==> src/rtl/setup_filter_pkg.sv <==
package setup_filter_pkg;

  localparam int ADDR_BYTES      = 6;
  localparam int ADDR_W          = ADDR_BYTES * 8;
  localparam int HALF_W          = 16;
  localparam int WORDS_PER_ENTRY = ADDR_W / HALF_W;

  // Strobes from control to datapath
  typedef struct packed {
    logic       ldWrite;    // write one half-word into the shadow table
    logic [1:0] ldPart;     // which third of the entry
    logic       commit;     // copy shadow table into working table
    logic       rxCapture;  // store rxByte at rxIdx
    logic [2:0] rxIdx;      // destination byte index
    logic       rxEval;     // sixth byte present: evaluate now
  } filtStrobes_t;

endpackage

==> src/rtl/setup_filter_ctrl.sv <==
module setup_filter_ctrl
  import setup_filter_pkg::*;
#(
  parameter int NUM_ENTRIES = 16
) (
  input  logic                           clk,
  input  logic                           rstN,
  input  logic                           ldValid,
  input  logic                           ldLast,
  input  logic                           rxValid,
  input  logic                           rxSof,
  output filtStrobes_t                   strb,
  output logic [$clog2(NUM_ENTRIES)-1:0] ldEntry,
  output logic                           ldDone,
  output logic                           ldErr
);

  localparam int FRAME_WORDS = NUM_ENTRIES * WORDS_PER_ENTRY;
  localparam int CNT_W       = $clog2(FRAME_WORDS);
  localparam int ENTRY_W     = $clog2(NUM_ENTRIES);
  localparam logic [CNT_W-1:0] LAST_IDX = CNT_W'(FRAME_WORDS - 1);
  localparam logic [2:0] RX_IDLE  = 3'(ADDR_BYTES);
  localparam logic [2:0] RX_FINAL = 3'(ADDR_BYTES - 1);

  logic [CNT_W-1:0]   wordCnt;
  logic [1:0]         partQ;
  logic [ENTRY_W-1:0] entryQ;
  logic               tooLong;
  logic               doneQ;
  logic               errQ;
  logic               lenOk;
  logic [2:0]         rxCnt;

  assign lenOk = (wordCnt == LAST_IDX) && !tooLong;

  // Setup-frame word tracking
  always_ff @(posedge clk) begin
    if (!rstN) begin
      wordCnt <= '0;
      partQ   <= '0;
      entryQ  <= '0;
      tooLong <= 1'b0;
      doneQ   <= 1'b0;
      errQ    <= 1'b0;
    end else begin
      doneQ <= 1'b0;
      errQ  <= 1'b0;
      if (ldValid) begin
        if (ldLast) begin
          wordCnt <= '0;
          partQ   <= '0;
          entryQ  <= '0;
          tooLong <= 1'b0;
          doneQ   <= lenOk;
          errQ    <= !lenOk;
        end else if (wordCnt == LAST_IDX) begin
          tooLong <= 1'b1;
        end else begin
          wordCnt <= wordCnt + 1'b1;
          if (partQ == 2'd2) begin
            partQ  <= '0;
            entryQ <= entryQ + 1'b1;
          end else begin
            partQ <= partQ + 1'b1;
          end
        end
      end
    end
  end

  // Destination byte tracking; RX_IDLE means not inside an address
  always_ff @(posedge clk) begin
    if (!rstN) begin
      rxCnt <= RX_IDLE;
    end else if (rxValid) begin
      if (rxSof)                rxCnt <= 3'd1;
      else if (rxCnt != RX_IDLE) rxCnt <= rxCnt + 1'b1;
    end
  end

  always_comb begin
    strb           = '0;
    strb.ldWrite   = ldValid && !tooLong;
    strb.ldPart    = partQ;
    strb.commit    = doneQ;
    strb.rxCapture = rxValid && (rxSof || (rxCnt != RX_IDLE));
    strb.rxIdx     = rxSof ? 3'd0 : rxCnt;
    strb.rxEval    = rxValid && !rxSof && (rxCnt == RX_FINAL);
  end

  assign ldEntry = entryQ;
  assign ldDone  = doneQ;
  assign ldErr   = errQ;

  // a commit only follows a final load word
  assert_done_cause_R2: assert property (@(posedge clk) disable iff (!rstN)
    doneQ |-> $past(ldValid && ldLast));

  // an overlong frame always ends in an error
  assert_long_err_R7: assert property (@(posedge clk) disable iff (!rstN)
    (ldValid && ldLast && tooLong) |=> (errQ && !doneQ));

  // byte counter stays in range
  assert_rxcnt_range_R9: assert property (@(posedge clk) disable iff (!rstN)
    rxCnt <= RX_IDLE);

endmodule

==> src/rtl/setup_filter_datapath.sv <==
module setup_filter_datapath
  import setup_filter_pkg::*;
#(
  parameter int NUM_ENTRIES = 16,
  parameter int WORD_W      = 32
) (
  input  logic                           clk,
  input  logic                           rstN,
  input  filtStrobes_t                   strb,
  input  logic [$clog2(NUM_ENTRIES)-1:0] ldEntry,
  input  logic [WORD_W-1:0]              ldData,
  input  logic [7:0]                     rxByte,
  input  logic                           passMcast,
  output logic                           matchValid,
  output logic                           matchAccept
);

  localparam int ENTRY_W = $clog2(NUM_ENTRIES);
  localparam int HOLD_W  = ADDR_W - 8;

  logic [NUM_ENTRIES-1:0][ADDR_W-1:0] shadowTbl;
  logic [NUM_ENTRIES-1:0][ADDR_W-1:0] activeTbl;
  logic [NUM_ENTRIES-1:0]             hit;
  logic [HOLD_W-1:0]                  destQ;
  logic [ADDR_W-1:0]                  cmpAddr;
  logic                               accept;
  logic                               unusedUpper;

  assign unusedUpper = ^ldData[WORD_W-1:HALF_W];

  // Destination bytes 0..4 are held; byte 5 is compared straight from input
  always_ff @(posedge clk) begin
    if (!rstN) begin
      destQ <= '0;
    end else if (strb.rxCapture && (strb.rxIdx < 3'(ADDR_BYTES - 1))) begin
      destQ[int'(strb.rxIdx)*8 +: 8] <= rxByte;
    end
  end

  assign cmpAddr = {rxByte, destQ};

  for (genvar i = 0; i < NUM_ENTRIES; i++) begin : g_entry
    always_ff @(posedge clk) begin
      if (!rstN) begin
        shadowTbl[i] <= '1;
      end else if (strb.ldWrite && (ldEntry == ENTRY_W'(i))) begin
        shadowTbl[i][int'(strb.ldPart)*HALF_W +: HALF_W] <= ldData[HALF_W-1:0];
      end
    end

    always_ff @(posedge clk) begin
      if (!rstN)            activeTbl[i] <= '1;
      else if (strb.commit) activeTbl[i] <= shadowTbl[i];
    end

    assign hit[i] = (activeTbl[i] == cmpAddr);
  end

  assign accept = (|hit) || (passMcast && destQ[0]);

  always_ff @(posedge clk) begin
    if (!rstN) begin
      matchValid  <= 1'b0;
      matchAccept <= 1'b0;
    end else begin
      matchValid <= strb.rxEval;
      if (strb.rxEval) matchAccept <= accept;
    end
  end

  // decision is a single-cycle pulse
  assert_single_pulse_R5: assert property (@(posedge clk) disable iff (!rstN)
    matchValid |=> !matchValid);

  // working table moves only on commit
  assert_table_hold_R7: assert property (@(posedge clk) disable iff (!rstN)
    !strb.commit |=> $stable(activeTbl));

  // group destinations pass when pass-through is on
  assert_mcast_pass_R6: assert property (@(posedge clk) disable iff (!rstN)
    (strb.rxEval && passMcast && destQ[0]) |=> matchAccept);

endmodule

==> src/rtl/setup_addr_filter.sv <==
module setup_addr_filter
  import setup_filter_pkg::*;
#(
  parameter int NUM_ENTRIES = 16,
  parameter int WORD_W      = 32
) (
  input  logic              clk,
  input  logic              rstN,
  input  logic              cfgPassMcast,
  input  logic              ldValid,
  input  logic [WORD_W-1:0] ldData,
  input  logic              ldLast,
  output logic              ldDone,
  output logic              ldErr,
  input  logic              rxValid,
  input  logic              rxSof,
  input  logic [7:0]        rxByte,
  output logic              matchValid,
  output logic              matchAccept
);

  localparam int ENTRY_W = $clog2(NUM_ENTRIES);

  filtStrobes_t       strb;
  logic [ENTRY_W-1:0] ldEntry;

  setup_filter_ctrl #(.NUM_ENTRIES(NUM_ENTRIES)) u_ctrl (
    .clk     (clk),
    .rstN    (rstN),
    .ldValid (ldValid),
    .ldLast  (ldLast),
    .rxValid (rxValid),
    .rxSof   (rxSof),
    .strb    (strb),
    .ldEntry (ldEntry),
    .ldDone  (ldDone),
    .ldErr   (ldErr)
  );

  setup_filter_datapath #(.NUM_ENTRIES(NUM_ENTRIES), .WORD_W(WORD_W)) u_dp (
    .clk         (clk),
    .rstN        (rstN),
    .strb        (strb),
    .ldEntry     (ldEntry),
    .ldData      (ldData),
    .rxByte      (rxByte),
    .passMcast   (cfgPassMcast),
    .matchValid  (matchValid),
    .matchAccept (matchAccept)
  );

endmodule

==> config.mk <==
export PLATFORM = sky130hd
export DESIGN_NAME = setup_addr_filter
export DESIGN_NICKNAME = d
export VERILOG_FILES = /design/src/rtl/setup_filter_pkg.sv /design/src/rtl/setup_filter_ctrl.sv /design/src/rtl/setup_filter_datapath.sv /design/src/rtl/setup_addr_filter.sv
export SDC_FILE = /design/constraint.sdc
export NUM_CORES = 2
export LEC_CHECK = 0
export BUFFER_PORTS_ARGS = -buffer_cell sky130_fd_sc_hd__buf_2
export CORE_MARGIN = 5
export CORE_UTILIZATION = 55
export CTS_CLUSTER_SIZE = 28
export DETAILED_ROUTE_END_ITERATION = 12
export PLACE_DENSITY = 0.71
export SLEW_MARGIN = 25
export SYNTH_ARGS = -nofsm -noshare
export SYNTH_HDL_FRONTEND = slang
export SYNTH_HIERARCHICAL = 1
export SYNTH_SLANG_ARGS = --single-unit
==> constraint.sdc <==
create_clock -name clk -period 3 [get_ports clk]
set_clock_uncertainty 0.1 [all_clocks]
set_input_delay 0.45 -clock clk [delete_from_list [all_inputs] [get_ports clk]]
set_output_delay 0.45 -clock clk [all_outputs]
set_load 0.005 [all_outputs]
==> impl_results.md <==
* Post-synth top area share at 0.496
* Status: finished, final reports clean
* Hold Slack at 69.5 ps
* Worst-margin pin slew at 1010 ps
* Final number of setup-violating endpoints at 0
* CTS Buf Count at 158
* Slew Viols, Final at 0
* Post-DR wirelength/cell at 26.8 um
* Seq/Total Area, Yosys at 0.496
* PD cells at 591 nW/um^2
* Final HPWL DP at 143000 um
* Critical Path RT at 3590 ps
* DIE HEIGHT at 352 um
* RePlAce Congestion at 0.958
* Setup_tns at 0 ps
* GRT Util Overall at 0.344
* Synth Area in Compound Gates at 0.0978
* Mapped Avg Cell Area at 9.68 sq um
* Seq cells post-synth at 1596
* Core ar. at 116000 sq um
* Row count at 125
* H-tree levels at 4
* Number of global-route vias before repair at 46390
* Ranking of synthesized cells by area: dfxtp_1 50%, mux2i_1 12%, nand2_1 9.9%
* CTS tree: done
* Die area at 124000 sq um
* Pin count of the biggest net entering global routing at 120
* CTS max path bufs at 3
* Via count at 50617
* Yosys top cell by area: dfxtp_1
* Final hold vios at 0
* Routed WL at 222000 um
* Clock Latency Late Sink at 780 ps
* Adder-cell share of the synthesized area at 0.00253
* Startpoint types: flip-flop
* First-pass GRT wire length at 317000 um
* Net Count, Synth at 6711
* Max-capacitance violation count at 0
* Clock Sinks at 1596
* Post-synthesis simple-gate area fraction at 0.136
* DR pass1 iterations at 9
* Nets@finish at 6714
* I/O pin total at 51
* Max frequency at 340 MHz
* CP arrival at 3530 ps
* # hold bufs at CTS at 5
* Residual DRC at 0
* Final Critical Period at 2940 ps
* Pleak at 28.7 nW
* DIE WIDTH at 352 um
* Clock slew at reported path FFs at 60 ps
* Post-CTS Setup Bufs at 0
* Number of routed nets with antenna violations at 0
* Starting density of the core at 0.554
* Post-Synth XOR/XNOR Area at 0.105
* CTS root buffer: clkbuf_16
* Yosys cell types at 59
* Synth Cell Area at 64400 sq um
* WS Path Type: flip-flop to flip-flop
* Grt ovf at 0
* Endpoint type of the worst setup path: flip-flop
* Combinational family with the most area after synthesis: simple AND/OR/NAND/NOR gates
* Mux share of post-synthesis cell area at 0.119
* Drt first-iter violations at 6596
* VDD IR max at 587 uV
* Share of cells above drive strength 1 at 0.0997
* Unrepaired setup endpoints after global routing: false
* Vias per inst at 6.09
* Initial antenna violation count at 3
* Main synth FF type: dfxtp_1
* Fraction of registers with async set/reset at 0
* Max FO, Critical Path at 5
* Worst Hold Class: input pin to flip-flop
* Post-cts sizing count at 0
* # port buffers at 34
* Slew HR at 0.325
* Cell count after synthesis at 6651
* Area Growth Syn to Fin at 12.7%
* Tcrit/Tclk final at 0.980
* Number of flops mapped to enable cells by yosys at 0
* Yosys Warn Count at 6
final timing paths:
kind	start	to	slack, ps	depth (start not counted)
max	u_dp/destQ[24]	u_dp/matchAccept	60	11
min	rxValid	u_ctrl/rxCnt[1]	70	3
max reg2reg	u_dp/destQ[24]	u_dp/matchAccept	60	11
min reg2reg	u_dp/shadowTbl[754]	u_dp/activeTbl[754]	350	2
layout by cell type (no fill, tap or decap), types with 60 or more instances in the layout:
| cell | n |
|---|---|
| dfxtp_1 | 1595 |
| buf_4 | 306 |
| mux2i_1 | 768 |
| xnor2_1 | 433 |
| nand4_1 | 131 |
| xor2_1 | 336 |
| nand2_1 | 1695 |
| clkbuf_16 | 163 |
| buf_12 | 60 |
| nor4_1 | 112 |
| o211ai_1 | 768 |
worst max-delay path, cell delays in order, from the launching register on:
cell and delay (ps):
dfxtp_1 740, buf_4 260, buf_4 190, xnor2_1 150
nand4_1 150, nor4_1 330, buf_4 180, nand3_1 70
nand4_1 240, nor4_1 90, buf_4 170, a31oi_1 170
flip-flops by register name, summed over array words and instances (netlist names):
signal / flops
u_ctrl/ldDone: 1
u_ctrl/ldEntry: 4
u_ctrl/ldErr: 1
u_ctrl/partQ: 2
u_ctrl/rxCnt: 3
u_ctrl/tooLong: 1
u_ctrl/wordCnt: 6
u_dp/activeTbl: 768
u_dp/destQ: 40
u_dp/matchAccept: 1
u_dp/matchValid: 1
u_dp/shadowTbl: 768
kinds of logic (layout without fill, tap and decap cells):
logic type                 count (synthesis)  after routing
muxes                                    768            768
buffers and inverters                    572            702
AOI/OAI and AO/OA                        841            841
xor gates and xnor gates                 769            769
other                                      0              1
DFF                                     1596           1596
adders and majority gates                 13             13
and+or+nand+nor                         2092           2092
per-layer routing:
layer	up-vias	GRT usage	part of all wire
met5	-	0	0
met2	2719	0.511	0.42
li1	22809	-	-
met1	24450	0.456	0.40
met4	0	0.208	0.071
met3	639	0.0771	0.11
final cells by class:
cell class              instances  area (sq um)
multi-input cells            4483         29700
fillers                      9364         43600
inverters                      10          37.5
well taps                    1524          1910
clock inverters                42           465
flip-flops and latches       1596         32000
diodes                          1          2.50
repair buffers                405          3730
clock buffers                 245          4810
power breakdown:
group          switching, mW  internal (mW)  leakage (nW)
sequential            0.0268           21.2          12.9
combinational           1.17          0.350          13.2
clock                   8.50           11.6          2.60
per-stage QoR:
step | cells | setup slack [ps] | cell area, sq um | util | total power, mW
detailed placement | 8013 | 198 | 67200 | 0.579 | 23.2
floorplan | 6651 | 385 | 64400 | - | 22.4
global placement | 8013 | 221 | 67200 | 0.579 | 23.2
CTS | 8305 | 166 | 72600 | 0.624 | 42.9
global route | 8305 | 30.4 | 72600 | 0.624 | 43.9
finish | 8306 | 59.9 | 72600 | 0.624 | 42.9
cells in the mapped netlist, drive strengths merged, types with 8 or more instances:
master / count
buf: 252
inv: 10
nand2b: 8
xnor2: 433
nand3: 57
mux2i: 768
nor3: 13
a21boi: 40
nor4: 112
nor2: 32
dfxtp: 1596
ha: 13
clkbuf: 310
nand2: 1706
o211ai: 768
xor2: 336
nand4: 131
Power figures use the tool's default switching activity.
